File: config.mk
export PLATFORM = sky130hd
export DESIGN_NAME = rbm_master
export DESIGN_NICKNAME = d
export VERILOG_FILES = /design/src/rtl/rbm_pkg.sv /design/src/rtl/rbm_strobe_gate.sv /design/src/rtl/rbm_reply_check.sv /design/src/rtl/rbm_ctrl.sv /design/src/rtl/rbm_master.sv
export SDC_FILE = /design/constraint.sdc
export NUM_CORES = 1
export LEC_CHECK = 0
export ABC_AREA = 1
export BUFFER_PORTS_ARGS = -buffer_cell sky130_fd_sc_hd__buf_2
export CAP_MARGIN = 30
export CORE_MARGIN = 2
export CORE_UTILIZATION = 50
export DETAILED_ROUTE_END_ITERATION = 10
export GPL_ROUTABILITY_DRIVEN = 0
export PLACE_DENSITY = 0.89
export SLEW_MARGIN = 20
export SYNTH_ARGS = -nofsm -noshare
export SYNTH_HDL_FRONTEND = slang
export SYNTH_SLANG_ARGS = --single-unit
File: constraint.sdc
create_clock -name clk -period 4.58 [get_ports clk]
set_input_delay 0.687 -clock clk [delete_from_list [all_inputs] [get_ports clk]]
set_output_delay 0.687 -clock clk [all_outputs]
set_load 0.01 [all_outputs]
File: src/rtl/rbm_pkg.sv
package rbm_pkg;

  // State values double as the externally visible status code.
  typedef enum logic [2:0] {
    ST_IDLE  = 3'b111,
    ST_TXW   = 3'b001,
    ST_TXR   = 3'b101,
    ST_WAIT  = 3'b100,
    ST_VALID = 3'b010,
    ST_BAD   = 3'b110
  } rbm_state_e;

  localparam int unsigned CODE_W = 3;

  // Even parity over a zero-padded frame body.
  function automatic logic frame_parity(input logic [63:0] body);
    return ^body;
  endfunction

endpackage

File: src/rtl/rbm_strobe_gate.sv
module rbm_strobe_gate #(
  parameter int unsigned N = 3
) (
  input  logic         clk,
  input  logic         rst_n,
  input  logic         cs_n,
  input  logic [N-1:0] stb,
  output logic [N-1:0] act,
  output logic [N-1:0] rise
);
  logic [N-1:0] act_q;

  for (genvar i = 0; i < N; i++) begin : g_lane
    assign act[i]  = stb[i] & ~cs_n;
    assign rise[i] = act[i] & ~act_q[i];
    always_ff @(posedge clk or negedge rst_n) begin
      if (!rst_n) act_q[i] <= 1'b0;
      else        act_q[i] <= act[i];
    end
  end
endmodule

File: src/rtl/rbm_reply_check.sv
module rbm_reply_check
  import rbm_pkg::*;
#(
  parameter int unsigned AW = 7,
  parameter int unsigned DW = 8
) (
  input  logic [AW-1:0] req_addr,
  input  logic [AW-1:0] rx_addr,
  input  logic          rx_cmd,
  input  logic [DW-1:0] rx_data,
  input  logic          rx_par,
  output logic          addr_ok,
  output logic          par_ok,
  output logic          reply_ok
);
  assign addr_ok  = (rx_addr == req_addr);
  assign par_ok   = (rx_par == frame_parity(64'({rx_addr, rx_cmd, rx_data})));
  assign reply_ok = addr_ok & par_ok;
endmodule

File: src/rtl/rbm_ctrl.sv
module rbm_ctrl
  import rbm_pkg::*;
#(
  parameter int unsigned AW = 7,
  parameter int unsigned DW = 8
) (
  input  logic          clk,
  input  logic          rst_n,
  input  logic          wr_rise,
  input  logic          rd_rise,
  input  logic          tx_done,
  input  logic          rx_valid,
  input  logic          reply_ok,
  input  logic [AW-1:0] addr_in,
  input  logic [DW-1:0] data_in,
  input  logic [DW-1:0] rx_data,
  output rbm_state_e    state,
  output logic          tx_start,
  output logic [AW-1:0] tx_addr,
  output logic          tx_cmd,
  output logic [DW-1:0] tx_data,
  output logic [DW-1:0] rd_data
);
  always_ff @(posedge clk or negedge rst_n) begin
    if (!rst_n) begin
      state    <= ST_IDLE;
      tx_start <= 1'b0;
      tx_addr  <= '0;
      tx_cmd   <= 1'b0;
      tx_data  <= '0;
      rd_data  <= '0;
    end else begin
      tx_start <= 1'b0;
      unique case (state)
        ST_IDLE: begin
          if (wr_rise) begin
            state    <= ST_TXW;
            tx_start <= 1'b1;
            tx_addr  <= addr_in;
            tx_cmd   <= 1'b1;
            tx_data  <= data_in;
          end else if (rd_rise) begin
            state    <= ST_TXR;
            tx_start <= 1'b1;
            tx_addr  <= addr_in;
            tx_cmd   <= 1'b0;
            tx_data  <= '0;
          end
        end
        ST_TXW: if (tx_done) state <= ST_IDLE;
        ST_TXR: if (tx_done) state <= ST_WAIT;
        ST_WAIT: begin
          if (rd_rise) state <= ST_IDLE;
          else if (rx_valid) begin
            if (reply_ok) begin
              state   <= ST_VALID;
              rd_data <= rx_data;
            end else begin
              state <= ST_BAD;
            end
          end
        end
        ST_VALID, ST_BAD: if (rd_rise) state <= ST_IDLE;
        default: state <= ST_IDLE;
      endcase
    end
  end
endmodule

File: src/rtl/rbm_master.sv
module rbm_master
  import rbm_pkg::*;
#(
  parameter int unsigned AW = 7,
  parameter int unsigned DW = 8
) (
  input  logic          clk,
  input  logic          rst_n,
  input  logic          cs_n,
  input  logic          rd_stb,
  input  logic          wr_stb,
  input  logic          st_stb,
  input  logic [AW-1:0] addr_in,
  input  logic [DW-1:0] data_in,
  output logic [DW-1:0] data_out,
  output logic          data_oe,
  output logic          tx_start,
  output logic [AW-1:0] tx_addr,
  output logic          tx_cmd,
  output logic [DW-1:0] tx_data,
  output logic          tx_par,
  input  logic          tx_done,
  input  logic          rx_valid,
  input  logic [AW-1:0] rx_addr,
  input  logic          rx_cmd,
  input  logic [DW-1:0] rx_data,
  input  logic          rx_par
);
  localparam int unsigned PAD_W = DW - CODE_W;

  logic [2:0]  act, rise;
  logic        rd_act, st_act, rd_rise, wr_rise;
  logic        addr_ok, par_ok, reply_ok;
  rbm_state_e  state;
  logic [CODE_W-1:0] state_code;
  logic [DW-1:0]     rd_data;

  rbm_strobe_gate #(.N(3)) u_gate (
    .clk(clk), .rst_n(rst_n), .cs_n(cs_n),
    .stb({st_stb, wr_stb, rd_stb}), .act(act), .rise(rise)
  );

  assign rd_act  = act[0];
  assign st_act  = act[2];
  assign rd_rise = rise[0];
  assign wr_rise = rise[1];

  rbm_reply_check #(.AW(AW), .DW(DW)) u_check (
    .req_addr(tx_addr), .rx_addr(rx_addr), .rx_cmd(rx_cmd),
    .rx_data(rx_data), .rx_par(rx_par),
    .addr_ok(addr_ok), .par_ok(par_ok), .reply_ok(reply_ok)
  );

  rbm_ctrl #(.AW(AW), .DW(DW)) u_ctrl (
    .clk(clk), .rst_n(rst_n), .wr_rise(wr_rise), .rd_rise(rd_rise),
    .tx_done(tx_done), .rx_valid(rx_valid), .reply_ok(reply_ok),
    .addr_in(addr_in), .data_in(data_in), .rx_data(rx_data),
    .state(state), .tx_start(tx_start), .tx_addr(tx_addr),
    .tx_cmd(tx_cmd), .tx_data(tx_data), .rd_data(rd_data)
  );

  assign state_code = state;
  assign tx_par     = frame_parity(64'({tx_addr, tx_cmd, tx_data}));

  // Status drive wins over read drive.
  assign data_oe = rd_act | st_act;
  always_comb begin
    if (st_act)      data_out = {{PAD_W{1'b0}}, state_code};
    else if (rd_act) data_out = rd_data;
    else             data_out = '0;
  end
endmodule

==> results.ini <==
[flow_run]
cap_violations=0

[sta]
fmax_mhz=435.7
tns_ps=0
finalSetupViolations=0
maxSlewHeadroom_pct=56.13
rsz0062_at_grt=no
fin_crit_ps=2295
finalHoldWorstSlack_ps=437.8
tightest_slew_ps=658.1
finalHoldViolCount=0
finalCritPeriodShare_pct=50.11
clock_skew_ps=6.666
drv_slew=0

[layout]
nets=387
final_cells=395
num_antenna_cells=0
final_util_pct=65.08
drive_gt1_share_pct=28.53
area_growth_pct=23.44

[floorplan]
core.rowCount=22
die_y_um=66.60
dieArea_sq_um=4436
floorplan.initialDensity_pct=52.73
core_sq_um=3716
io_pins=67
die_x_um=66.60

[clock_network]
clock_path_buffers=2
clock-sinks=30
clk_pin_slew_ps=60
root_buffer=clkbuf_8
cts-resized-gates=0
cts_tree=yes
post_cts_buffers=0
numCtsBuffers=5
insertion_delay_ps=280
cts_hold_buf=0
htreeDepth=2

[worst_setup_path]
worstSetupPathType=flip-flop to primary output
cp.arrival_ps=1610
crit_path_end_kind=primary output
critPathLaunchType=flip-flop
worstPathRequired_ps=3890
cp_max_fo=5

[synthesis]
synth.top_cells.by_count=nand2_1 (111), dfrtp_1 (27), inv_1 (24), nand3_1 (22), nor2_1 (21)
synth_top_area_share_pct=34.48
synth_edf_count=0
synth_cell_types=26
synth_cells=276
synthArstFlopShare_pct=100.0
synth_flop_cell=dfrtp_1
yosysSeqAreaShare_pct=38.51
syn_area_per_cell_sq_um=7.099
ys_seq_elements=30
synth_area_leaders=dfrtp_1 (34%), nand2_1 (21%), xnor2_1 (7.6%)
yosysMostFrequentCell=nand2_1
syn-num-nets=316
syn_area_sq_um=1959
yosysWarnings=0
synth_top_area_cell=dfrtp_1

[route]
drt_iter0_drc=63
vias=1955
dr.pass1.iters=4
wl_per_cell_um=11.55
drc=0
drtAntennaViolNets=0
vias_per_cell=4.949
routed_wl_mm=4.561

[grt]
grt_pass1_wl_mm=7.783
grt_overflow=0
grt_max_degree=31
grt_antenna_before_repair=0
grt_pass1_vias=1842
grt_usage_pct=23.05

[placement]
dp_hpwl_mm=3.550
port_buffers=66
dp.cells=388

[worst_hold_path]
hp-class=input port to asynchronous set/reset pin

[pwr]
total_power_w=0.001403
peakVddDrop_uv=430.2
p_leak_nw=1.413
p_per_area_nw_per_um2=580.2

[status]
outcome=finished, final reports clean

[report_power, final]
| group | total, W | switching (W) | leakage (nW) | internal, W |
|---|---|---|---|---|
| Clock | 0.000193 | 0.0000885 | 0.0383 | 0.000104 |
| Combinational | 0.000754 | 0.000408 | 0.988 | 0.000345 |
| Sequential | 0.000457 | 0.0000955 | 0.387 | 0.000361 |
[cells in the final DEF, fill, tap and decap left out, drive strengths merged]
cell / n
nor2: 23
buf: 67
or2: 1
dfrtp: 27
o21ai: 14
clkinv: 1
clkbuf: 7
dfstp: 3
xnor2: 17
nor3: 1
nand4: 1
a21oi: 2
inv: 33
nand3: 24
nand2: 118
xor2: 4
o22ai: 3
a31oi: 1
[kinds of logic after synthesis]
| logic type | count (synthesis) | share of synthesized area, % |
|---|---|---|
| flops | 30 | 38.51 |
| buf+inv | 37 | 7.279 |
| compound gates | 20 | 6.131 |
| xor+xnor | 21 | 9.387 |
| simple gates | 168 | 38.70 |
[worst max-delay path, stage by stage (launching register included)]
cell and delay (ps):
dfrtp_1 440, xnor2_1 220, xor2_1 210, xnor2_1 170, xnor2_1 150, buf_2 150
[layer usage]
| layer | wire length, um | share of wire [%] | vias to the layer above | track usage (%) |
|---|---|---|---|---|
| met5 | 0 | 0 | - | 0 |
| met4 | 57 | 1.2 | 0 | 7.398 |
| met3 | 268 | 5.9 | 7 | 5.743 |
| met2 | 2390 | 52 | 59 | 40.88 |
| met1 | 1844 | 40 | 897 | 27.14 |
| li1 | - | - | 992 | - |
[through the flow]
| stage | worst slack, ps | cell area [sq um] |
|---|---|---|
| 4_1_cts | 2273 | 2419 |
| 3_5_place_dp | 2462 | 2342 |
| 5_1_grt | 2175 | 2419 |
| 3_3_place_gp | 2495 | 2342 |
| 6_report | 2285 | 2419 |
| 2_1_floorplan | 2757 | 1959 |
[final timing paths]
check | start | to | slack [ps] | depth (start not counted)
worst max register to register | u_ctrl.state[2] | u_ctrl.rd_data[3] | 2830 | 10
max in group asynchronous | rst_n | u_ctrl.rd_data[6] | 3710 | 1
min in group clk | u_ctrl.rd_data[4] | u_ctrl.rd_data[4] | 490 | 2
worst min-delay path | rst_n | u_ctrl.tx_data[6] | 440 | 1
worst max-delay path | u_ctrl.tx_addr[6] | tx_par | 2290 | 5
worst min register to register | u_ctrl.rd_data[4] | u_ctrl.rd_data[4] | 490 | 2
[registers in the layout, summed over array words and instances (netlist names)]
register / count
u_ctrl.rd_data: 8
u_ctrl.tx_cmd: 1
u_ctrl.tx_addr: 7
u_ctrl.tx_data: 8
u_gate.act_q: 2
u_ctrl.state: 3
u_ctrl.tx_start: 1
[final cells by class]
cell class	instances	area (sq um)
fill	341	1297
tap	48	60.06
timing repair buffer	67	337.8
inverter	34	127.6
multi-input combinational	209	1062
clock buffer	7	76.32
sequential	30	754.5
(Power assumes the default switching activity.)
